### src/rtl/hdlc_rx_pkg.sv
package hdlc_rx_pkg;
  localparam int unsigned BUF_N = 8;
  localparam logic [7:0] FLAG_PAT = 8'h7E;

  typedef enum logic {ST_HUNT, ST_FRAME} rx_state_e;

  typedef struct packed {
    logic abort;
    logic too_long;
    logic non_aligned;
    logic crc_err;
  } rx_status_t;
endpackage

### src/rtl/hdlc_rx_line.sv
module hdlc_rx_line
  import hdlc_rx_pkg::*;
(
  input  logic clk_i,
  input  logic rst_ni,
  input  logic bit_en_i,
  input  logic bit_i,
  output logic dbit_v_o,
  output logic dbit_o,
  output logic flag_o,
  output logic abort_o,
  output logic idle_o
);
  logic [7:0] win_q;
  logic [3:0] fill_q, ones_q;
  logic [2:0] run_q;

  logic [7:0] win_d;
  logic       is_flag, is_abort, out_v, drop;

  assign win_d    = {bit_i, win_q[7:1]};
  assign is_flag  = (win_d == FLAG_PAT);
  assign is_abort = bit_i && (ones_q == 4'd6);
  // oldest window bit leaves as data once the window holds no flag bits
  assign out_v    = bit_en_i && fill_q[3];
  assign drop     = out_v && !win_q[0] && (run_q == 3'd5);
  assign dbit_v_o = out_v && !drop;
  assign dbit_o   = win_q[0];
  assign idle_o   = (ones_q == 4'd15);

  always_ff @(posedge clk_i or negedge rst_ni) begin
    if (!rst_ni) begin
      win_q   <= '0;
      fill_q  <= '0;
      ones_q  <= '0;
      run_q   <= '0;
      flag_o  <= 1'b0;
      abort_o <= 1'b0;
    end else begin
      flag_o  <= bit_en_i && is_flag;
      abort_o <= bit_en_i && is_abort;
      if (bit_en_i) begin
        win_q <= win_d;
        if (!bit_i)                ones_q <= '0;
        else if (ones_q != 4'd15)  ones_q <= ones_q + 4'd1;
        if (is_flag || is_abort) begin
          fill_q <= '0;
          run_q  <= '0;
        end else begin
          if (!fill_q[3]) fill_q <= fill_q + 4'd1;
          if (out_v) run_q <= win_q[0] ? ((run_q == 3'd7) ? run_q : run_q + 3'd1) : 3'd0;
        end
      end
    end
  end
endmodule

### src/rtl/hdlc_rx_crc.sv
module hdlc_rx_crc (
  input  logic clk_i,
  input  logic rst_ni,
  input  logic clr_i,
  input  logic bit_v_i,
  input  logic bit_i,
  input  logic wide_i,
  output logic ok_o
);
  logic [31:0] crc_q, poly, seed;

  assign poly = wide_i ? 32'hEDB8_8320 : 32'h0000_8408;
  assign seed = wide_i ? 32'hFFFF_FFFF : 32'h0000_FFFF;
  assign ok_o = wide_i ? (crc_q == 32'hDEBB_20E3) : (crc_q[15:0] == 16'hF0B8);

  always_ff @(posedge clk_i or negedge rst_ni) begin
    if (!rst_ni)      crc_q <= 32'hFFFF_FFFF;
    else if (clr_i)   crc_q <= seed;
    else if (bit_v_i) crc_q <= (crc_q >> 1) ^ ((crc_q[0] ^ bit_i) ? poly : 32'h0);
  end
endmodule

### src/rtl/hdlc_rx_addr.sv
module hdlc_rx_addr #(
  parameter int unsigned N_ADDR = 4
) (
  input  logic [15:0]          addr_i,
  input  logic [N_ADDR*16-1:0] ref_i,
  input  logic [N_ADDR*16-1:0] mask_i,
  output logic                 hit_o
);
  logic [N_ADDR-1:0] hit_v;

  for (genvar g = 0; g < N_ADDR; g++) begin : g_cmp
    assign hit_v[g] = ~|((addr_i ^ ref_i[16*g +: 16]) & mask_i[16*g +: 16]);
  end

  assign hit_o = |hit_v;
endmodule

### src/rtl/hdlc_rx.sv
module hdlc_rx
  import hdlc_rx_pkg::*;
#(
  parameter int unsigned N_ADDR = 4,
  parameter int unsigned LEN_W  = 12
) (
  input  logic                 clk_i,
  input  logic                 rst_ni,
  input  logic                 en_i,
  input  logic                 crc32_i,
  input  logic                 bit_en_i,
  input  logic                 bit_i,
  input  logic [N_ADDR*16-1:0] addr_i,
  input  logic [N_ADDR*16-1:0] mask_i,
  input  logic [LEN_W-1:0]     max_len_i,
  output logic [7:0]           data_o,
  output logic                 valid_o,
  output logic                 last_o,
  output logic [3:0]           status_o,
  output logic                 idle_o
);
  localparam int unsigned IDX_W = $clog2(BUF_N);

  logic dbit_v, dbit, flag_q, abort_q, crc_ok, hit;

  rx_state_e        state_q;
  logic [2:0]       bcnt_q;
  logic [7:0]       sh_q, addr_lo_q;
  logic [LEN_W-1:0] nbyte_q;
  logic [7:0]       buf_q [BUF_N];
  logic [IDX_W-1:0] fill_q;
  logic             long_q, match_q, tail_q;
  rx_status_t       stat_q, stat_d;

  logic             in_frame, deliver;
  logic [7:0]       byte_d;
  logic [IDX_W-1:0] depth;

  hdlc_rx_line u_line (
    .clk_i, .rst_ni, .bit_en_i, .bit_i,
    .dbit_v_o(dbit_v), .dbit_o(dbit), .flag_o(flag_q), .abort_o(abort_q), .idle_o
  );

  hdlc_rx_crc u_crc (
    .clk_i, .rst_ni, .clr_i(flag_q), .bit_v_i(in_frame && dbit_v), .bit_i(dbit),
    .wide_i(crc32_i), .ok_o(crc_ok)
  );

  hdlc_rx_addr #(.N_ADDR(N_ADDR)) u_addr (
    .addr_i({byte_d, addr_lo_q}), .ref_i(addr_i), .mask_i(mask_i), .hit_o(hit)
  );

  // octets held back: check octets plus the two emitted at close
  assign depth    = crc32_i ? IDX_W'(6) : IDX_W'(4);
  assign in_frame = (state_q == ST_FRAME);
  assign byte_d   = {dbit, sh_q[7:1]};
  assign deliver  = in_frame && (flag_q || abort_q) && match_q
                    && (nbyte_q >= LEN_W'(depth) + LEN_W'(1));

  always_comb begin
    stat_d = '0;
    stat_d.abort    = abort_q;
    stat_d.too_long = long_q;
    if (!abort_q) begin
      stat_d.non_aligned = (bcnt_q != 3'd0);
      stat_d.crc_err     = !crc_ok && (bcnt_q == 3'd0) && !long_q;
    end
  end

  always_ff @(posedge clk_i or negedge rst_ni) begin
    if (!rst_ni) begin
      state_q   <= ST_HUNT;
      bcnt_q    <= '0;
      sh_q      <= '0;
      addr_lo_q <= '0;
      nbyte_q   <= '0;
      fill_q    <= '0;
      long_q    <= 1'b0;
      match_q   <= 1'b0;
      tail_q    <= 1'b0;
      stat_q    <= '0;
      data_o    <= '0;
      valid_o   <= 1'b0;
      last_o    <= 1'b0;
      status_o  <= '0;
      for (int i = 0; i < BUF_N; i++) buf_q[i] <= '0;
    end else begin
      valid_o  <= 1'b0;
      last_o   <= 1'b0;
      status_o <= '0;
      if (!en_i) begin
        state_q <= ST_HUNT;
        tail_q  <= 1'b0;
      end else begin
        if (tail_q) begin
          valid_o  <= 1'b1;
          last_o   <= 1'b1;
          data_o   <= buf_q[1];
          status_o <= stat_q;
          tail_q   <= 1'b0;
        end
        if (deliver) begin
          valid_o <= 1'b1;
          data_o  <= buf_q[0];
          tail_q  <= 1'b1;
          stat_q  <= stat_d;
        end
        if (flag_q) begin
          state_q <= ST_FRAME;
          bcnt_q  <= '0;
          nbyte_q <= '0;
          fill_q  <= '0;
          long_q  <= 1'b0;
          match_q <= 1'b0;
        end else if (abort_q) begin
          state_q <= ST_HUNT;
        end else if (in_frame && dbit_v) begin
          sh_q   <= byte_d;
          bcnt_q <= bcnt_q + 3'd1;
          if (bcnt_q == 3'd7) begin
            if (nbyte_q != '1)    nbyte_q   <= nbyte_q + LEN_W'(1);
            if (nbyte_q == '0)    addr_lo_q <= byte_d;
            if (nbyte_q == LEN_W'(1)) match_q <= hit;
            if (nbyte_q < max_len_i) begin
              if (fill_q == depth) begin
                if (match_q) begin
                  valid_o <= 1'b1;
                  data_o  <= buf_q[0];
                end
                for (int i = 0; i < BUF_N - 1; i++) buf_q[i] <= buf_q[i+1];
                buf_q[depth - IDX_W'(1)] <= byte_d;
              end else begin
                buf_q[fill_q] <= byte_d;
                fill_q        <= fill_q + IDX_W'(1);
              end
            end else begin
              long_q <= 1'b1;
            end
          end
        end
      end
    end
  end
endmodule

### config.mk
export PLATFORM = sky130hd
export DESIGN_NAME = hdlc_rx
export DESIGN_NICKNAME = d
export VERILOG_FILES = /design/src/rtl/hdlc_rx_pkg.sv /design/src/rtl/hdlc_rx_line.sv /design/src/rtl/hdlc_rx_crc.sv /design/src/rtl/hdlc_rx_addr.sv /design/src/rtl/hdlc_rx.sv
export SDC_FILE = /design/constraint.sdc
export NUM_CORES = 1
export LEC_CHECK = 0
export BUFFER_PORTS_ARGS = -buffer_cell sky130_fd_sc_hd__buf_2
export CAP_MARGIN = 0
export CORE_ASPECT_RATIO = 1.5
export CORE_UTILIZATION = 50
export DETAILED_ROUTE_END_ITERATION = 7
export HOLD_SLACK_MARGIN = 0.1
export PLACE_DENSITY = 0.75
export SLEW_MARGIN = 20
export SYNTH_ARGS = -nofsm -noshare
export SYNTH_HDL_FRONTEND = slang
export SYNTH_HIERARCHICAL = 1
export SYNTH_SLANG_ARGS = --single-unit
export TNS_END_PERCENT = 100
### constraint.sdc
create_clock -name clk_i -period 2.4 [get_ports clk_i]
set_clock_uncertainty 0.15 [all_clocks]
set_input_delay 0.12 -clock clk_i [delete_from_list [all_inputs] [get_ports clk_i]]
set_output_delay 0.12 -clock clk_i [all_outputs]
set_load 0.05 [all_outputs]
==> impl_metrics.json, run 1 <==
{
  "clk_path_buf_depth": 2,
  "synthDistinctLibCells": 74,
  "yosys_warnings": 6,
  "utilization": 0.624,
  "grt_pass1_wl_mm": 39.9,
  "syn_to_final_growth_pct": 23.0,
  "rsz0062_at_grt": "true",
  "vias": 8291,
  "htree_levels": 4,
  "syn_nets": 1138,
  "final_cells": 1432,
  "drive_above_1_share": 0.314,
  "synth-compound-area-share": 0.182,
  "grt_start_max_net_pins": 63,
  "die_w_um": 116,
  "dp.final_hpwl_mm": 18.3,
  "clk_pin_slew_ps": 70,
  "grt_overflow": 0,
  "n_antenna_cell": 0,
  "path_class": "flop to flop",
  "antenna_found_initial": 1,
  "routedWlPerCell_um": 17.5,
  "synth_fa_ha_area_frac": 0.0323,
  "slew_headroom": 0.561,
  "clock_latency_ps": 440,
  "clock.fmax_mhz": 427,
  "cts_tree": "done",
  "setup_ws_ps": 55.8,
  "arrival_ps": 2510,
  "startpoint_type": "flop",
  "worstPathMaxFanout": 8,
  "gp_congestion": 0.829,
  "finalCritPeriodShare": 0.977,
  "cts_root_buffer": "clkbuf_16",
  "status": "finished clean",
  "ir_drop_uv": 500,
  "synthArstFlopShare": 1.00,
  "synth_top_area_share": 0.362,
  "core_area_um2": 19100,
  "ant_nets": 0,
  "drc": 0,
  "min_path_type": "input port to async pin",
  "finalWirelength_mm": 25.1,
  "yosysSeqAreaShare": 0.449,
  "yosys.area_share.xor_xnor": 0.0760,
  "dp_cells": 1393,
  "worst_slew_pin_slew_ps": 658,
  "synth_area_leaders": "dfrtp_1 (36%), dfstp_2 (8.7%), xor2_1 (6.5%), mux2_2 (5.0%), nand2_1 (3.8%)",
  "initial_core_util": 0.507,
  "dpl_worst_slack_ps": 5.82,
  "ios": 161,
  "dr.pass1.iters": 5,
  "p_per_area_nw_per_um2": 618,
  "muxShareOfSynthArea": 0.0748,
  "die_y_um": 172,
  "grt_pass1_vias": 8176,
  "cts_buffers": 17,
  "synth_top_family_by_area": "compound AO/OA/AOI/OAI gates",
  "end_kind": "flop",
  "die-area_um2": 19900,
  "maxSlewViolCount": 0,
  "yosys.area_share.simple": 0.150,
  "ys_ff_latch": 172,
  "maxCapViolCount": 0,
  "crit_required_ps": 2570,
  "synth_area_per_cell_um2": 10.0,
  "synthCells": 967,
  "hold_viol_final": 0,
  "period_minus_slack_ps": 2340,
  "syn_area_um2": 9680,
  "synth_top_flop_cell": "dfrtp_1",
  "io_buffer_count": 160,
  "p_leak_uw": 0.00582,
  "setup_viol": 0,
  "grtUsageTotal": 0.258,
  "drt_iter0_markers": 393,
  "placementRows": 62,
  "cts.sinks": 172,
  "routed_via_density": 5.79,
  "nets": 1334,
  "synth_top_area_cell": "dfrtp_1",
  "synth_edf_count": 0
}
## final cells by class
cell class                 instances  area, µm²
inverter                          32        120
clock inverter                    13        188
timing repair buffer             228       1380
multi-input combinational        712       5130
clock buffer                      19        433
fill                            1592       7180
sequential                       172       4340
tap                              256        320
## synth_stat cells, types with 14 or more instances
library cell and n:
and3_1 16, mux2_2 43, dfstp_2 32, buf_2 14
nand3_1 22, nand4_1 16, nand2_1 98, o21ai_0 53
dfrtp_1 140, a22o_1 28, nor2_1 43, ha_1 25
xor2_1 72, nor3_1 22, mux2i_1 24, clkbuf_1 30
inv_1 31, a21oi_1 45, o22ai_1 21, a22oi_1 42
## repair_timing
| item | CTS | global route |
|---|---|---|
| hold endpoints to repair | 196 | 0 |
| buffers inserted | 0 | 2 |
| resized for setup | 0 | 28 |
| hold buffers | 5 | 0 |
| pin swaps | 1 | 5 |
| endpoints found under the setup margin | 4 | 71 |
## logic make-up after synthesis
| family | Yosys count |
|---|---|
| AND/OR/NAND/NOR | 280 |
| AO/OA/AOI/OAI | 256 |
| flip-flops | 172 |
| XOR/XNOR | 84 |
| buffers and inverters | 83 |
| multiplexers | 67 |
| adder cells (fa/ha/maj) | 25 |
## sequential cells by signal (all words and copies together), names as in the netlist, 7 cells and up
signal and cells:
addr_lo_q 8, buf_q 64, data_o 8, nbyte_q 12, sh_q 7, u_crc/crc_q 32
u_line/win_q 8
## routing by layer
metal,track usage,share of wire,vias up
met4,0.119,0.033,2
met1,0.303,0.39,4066
met3,0.0417,0.043,63
li1,-,-,3914
met5,0,0.00044,-
met2,0.457,0.53,246
## cells in the final DEF (no fill, tap or decap), types with 32 or more instances in the layout
cell / instances
a21oi_1: 44
xor2_1: 72
dfrtp_1: 140
nor2_1: 42
a22oi_1: 42
mux2_2: 42
dfstp_2: 32
o21ai_0: 50
buf_4: 58
buf_2: 159
nand2_1: 97
## through the flow
stage	area (µm²)	total power, µW	hold WS [ps]	setup TNS [ps]
6_report	11900	7350	102	0
5_1_grt	11900	7670	158	-247
2_1_floorplan	9680	3980	-326	0
4_1_cts	11700	7380	110	0
3_3_place_gp	11100	4380	-6.23	0
3_5_place_dp	11100	4420	4.20	0
## where the power goes
group	switching [µW]	internal (µW)	total [µW]	leakage, µW
logic	579	495	1070	0.00329
clock network	1190	1750	2940	0.000306
registers	188	3150	3340	0.00222
## worst max-delay path, stage by stage (launching register included)
cell and delay, ps:
dfrtp_1 380, ha_1 290, nand4_1 150, or3_4 420, o21ai_4 200, nor2_4 90, o211ai_4 160, mux2_2 380
## path summary, 6_finish.rpt
check                            from        endpoint  slack, ps  depth (start not counted)
min in group clk_i           buf_q[7]        buf_q[7]        340                          2
max reg2reg                nbyte_q[6]        buf_q[8]         60                          7
max                        nbyte_q[6]        buf_q[8]         60                          7
max in group asynchronous      rst_ni  u_crc/crc_q[8]       1290                          3
min reg2reg                  buf_q[7]        buf_q[7]        340                          2
min                            rst_ni     status_o[3]        100                          2
Note: power is estimated with default switching activity, not from simulation.
==> run 2: changes to the inputs <==
--- a/config.mk
+++ b/config.mk
@@ -12,9 +12,8 @@
 export DETAILED_ROUTE_END_ITERATION = 7
 export HOLD_SLACK_MARGIN = 0.1
 export PLACE_DENSITY = 0.75
-export SLEW_MARGIN = 20
+export SLEW_MARGIN = 30
 export SYNTH_ARGS = -nofsm -noshare
 export SYNTH_HDL_FRONTEND = slang
-export SYNTH_HIERARCHICAL = 1
 export SYNTH_SLANG_ARGS = --single-unit
 export TNS_END_PERCENT = 100
==> run 2 against run 1 <==
- critical endpoint unchanged
- core utilization is 0.81 points higher
- sequential share of layout area is 0.60 points lower
- via count is 0.80% lower
- synthesized cell count is 1.2% higher
- worst setup slack worse by 68 ps
- largest power group unchanged
- the run now ends with setup timing left
- area after synthesis is 0.90% higher
- combinational power is 13% lower
- critical path type unchanged
- clock power is 9.9% lower
- total power is 7.5% lower
- global-route usage is 2.1 points higher
==> impl_metrics.json, run 2 <==
{
  "max_stage_delay_ps": 420,
  "gp_congestion": 0.965,
  "cts_tree": "done",
  "synth_edf_count": 0,
  "worstPathMaxFanout": 8,
  "antenna_found_initial": 2,
  "synthArstFlopShare": 1.00,
  "met3_usage": 0.0445,
  "min_path_type": "input port to async pin",
  "synth_top_area_cell": "dfrtp_1",
  "hold_viol_final": 0,
  "drc": 0,
  "failed_checks": "setup timing",
  "routedWlPerCell_um": 18.9,
  "cts.sinks": 172,
  "cts_buffers": 17,
  "initial_core_util": 0.510,
  "status": "complete, but fails checks",
  "postPlaceCellArea_um2": 11100,
  "cts_root_buffer": "clkbuf_16",
  "startpoint_type": "flop",
  "ant_nets": 0,
  "yosysSeqAreaShare": 0.445,
  "grt-busiest-layer": "met2",
  "max_flop_register": "buf_q",
  "yosys_warnings": 0,
  "clk_pin_slew_ps": 60,
  "period_minus_slack_ps": 2410,
  "dp.final_hpwl_mm": 19.6,
  "grt_use_met2": 0.469,
  "finalWirelength_mm": 27.1,
  "use_met1": 0.343,
  "path_class": "flop to flop",
  "p_per_area_nw_per_um2": 562,
  "grt_pass1_vias": 8382,
  "syn_area_um2": 9770,
  "final_area_um2": 12100,
  "ys_ff_latch": 172,
  "drt_iter0_markers": 478,
  "arrival_ps": 2580,
  "p_leak_uw": 0.00599,
  "clk_path_buf_depth": 2,
  "dr.pass1.iters": 5,
  "placementRows": 62,
  "path_cells": "ha_4 -> a211oi_1 -> o21ai_0 -> o211ai_1 -> and3_4 -> buf_4 -> o211ai_4 -> mux2_4",
  "synth_top_area_share": 0.359,
  "final_common_cell": "buf_2",
  "nets": 1335,
  "grt_overflow": 0,
  "synth.most_common_cell": "dfrtp_1",
  "slew_headroom": 0.523,
  "syn_to_final_growth_pct": 23.9,
  "netlist_top_cells_count": "dfrtp_1 (140), nand2_1 (97), xor2_1 (68), clkbuf_1 (52)",
  "io_buffer_count": 160,
  "drive_above_1_share": 0.326,
  "synthDistinctLibCells": 73,
  "die_y_um": 173,
  "grtUsageTotal": 0.279,
  "vias": 8225,
  "synth_top_flop_cell": "dfrtp_1",
  "rsz0062_at_grt": "true",
  "cp_slowest_cell": "dfrtp_1",
  "reg_top3": "buf_q x64, u_crc.crc_q x32, nbyte_q x12",
  "maxCapViolCount": 0,
  "setup_ws_ps": -11.9,
  "clock.fmax_mhz": 415,
  "grt_pass1_wl_mm": 43.3,
  "maxSlewViolCount": 0,
  "largest_reg_flops": 64,
  "htree_levels": 4,
  "final_cell_mix": "buf_2 (159), dfrtp_1 (139), nand2_1 (96)",
  "ios": 161,
  "clock_latency_ps": 430,
  "core_area_um2": 19200,
  "setup_viol": 17,
  "worst_slew_pin_slew_ps": 713,
  "routed_via_density": 5.73,
  "fin_tns_setup_ps": -90.7,
  "synth_area_per_cell_um2": 9.98,
  "die-area_um2": 20100,
  "grt_start_max_net_pins": 57,
  "syn_nets": 1150,
  "synthCells": 979,
  "die_w_um": 116,
  "ir_drop_uv": 533,
  "crit_required_ps": 2560,
  "end_kind": "flop",
  "synth_area_leaders": "dfrtp_1 (36%), dfstp_2 (8.6%), xor2_1 (6.1%), mux2_2 (3.9%), nand2_1 (3.7%)",
  "finalCritPeriodShare": 1.00
}
## run 2: what timing repair did
item	CTS	global route
gates resized for setup	4	42
hold buffers	6	0
cloned	0	2
setup endpoints to repair	23	73
hold endpoints to repair	158	0
setup buffers	0	4
pin swaps	2	14
## run 2: kinds of logic (layout without fill, tap and decap cells)
logic type,count (synthesis),count (layout),synth area share
AOI/OAI and AO/OA,234,234,0.172
xor gates and xnor gates,84,84,0.0753
adders and majority gates,25,25,0.0320
buffers and inverters,116,314,0.0487
DFF,172,172,0.445
muxes,60,60,0.0709
other,0,2,0
and+or+nand+nor,288,288,0.157
## run 2: power breakdown
| part | switching [µW] | total (µW) | internal, µW |
|---|---|---|---|
| Combinational | 499 | 936 | 436 |
| Sequential | 132 | 3210 | 3080 |
| Clock | 1140 | 2650 | 1510 |
## run 2: final timing paths
check / from / to / slack [ps] / cells after the start
max: nbyte_q[7] / buf_q[8] / -10 / 8
max reg2reg: nbyte_q[7] / buf_q[8] / -10 / 8
min: rst_ni / sh_q[3] / 110 / 3
min in group clk_i: mask_i[19] / match_q / 220 / 6
min reg2reg: stat_q[0] / stat_q[0] / 320 / 2
max in group asynchronous: rst_ni / u_crc.crc_q[26] / 1520 / 3
## run 2: worst max-delay path: cells and delay by family (launching register included)
kind / cells / cell delay [ps]
buffers and inverters: 1 / 120
AOI/OAI and AO/OA: 4 / 720
adders and majority gates: 1 / 250
and+or+nand+nor: 1 / 280
muxes: 1 / 340
DFF: 1 / 420
## run 2: layout make-up
type / instances / area, µm²
Inverter: 44 / 165
Antenna cell: 2 / 5.00
Tap cell: 256 / 320
Fill cell: 1564 / 7050
Clock buffer: 23 / 478
Timing Repair Buffer: 238 / 1500
Clock inverter: 9 / 88.8
Sequential cell: 172 / 4350
Multi-Input combinational cell: 691 / 5200
## run 2: routing by layer
layer  part of all wire  vias to the layer above  wire length, µm
met5                  0                        -                0
met4              0.039                        0             1050
met3              0.037                       76             1010
met2               0.52                      221            14000
met1               0.41                     4033            11000
li1                   -                     3895                -
## run 2: metrics by stage
stage / worst slack [ps] / utilization / instances / hold WS (ps) / power, µW
2_1_floorplan: 5.86 / - / 979 / -326 / 3730
3_3_place_gp: -22.0 / 0.581 / 1390 / -84.5 / 4120
3_5_place_dp: -62.4 / 0.581 / 1390 / -83.2 / 4150
4_1_cts: -4.84 / 0.616 / 1428 / 117 / 6800
5_1_grt: -112 / 0.632 / 1435 / 137 / 7060
6_report: -11.9 / 0.632 / 1435 / 115 / 6800
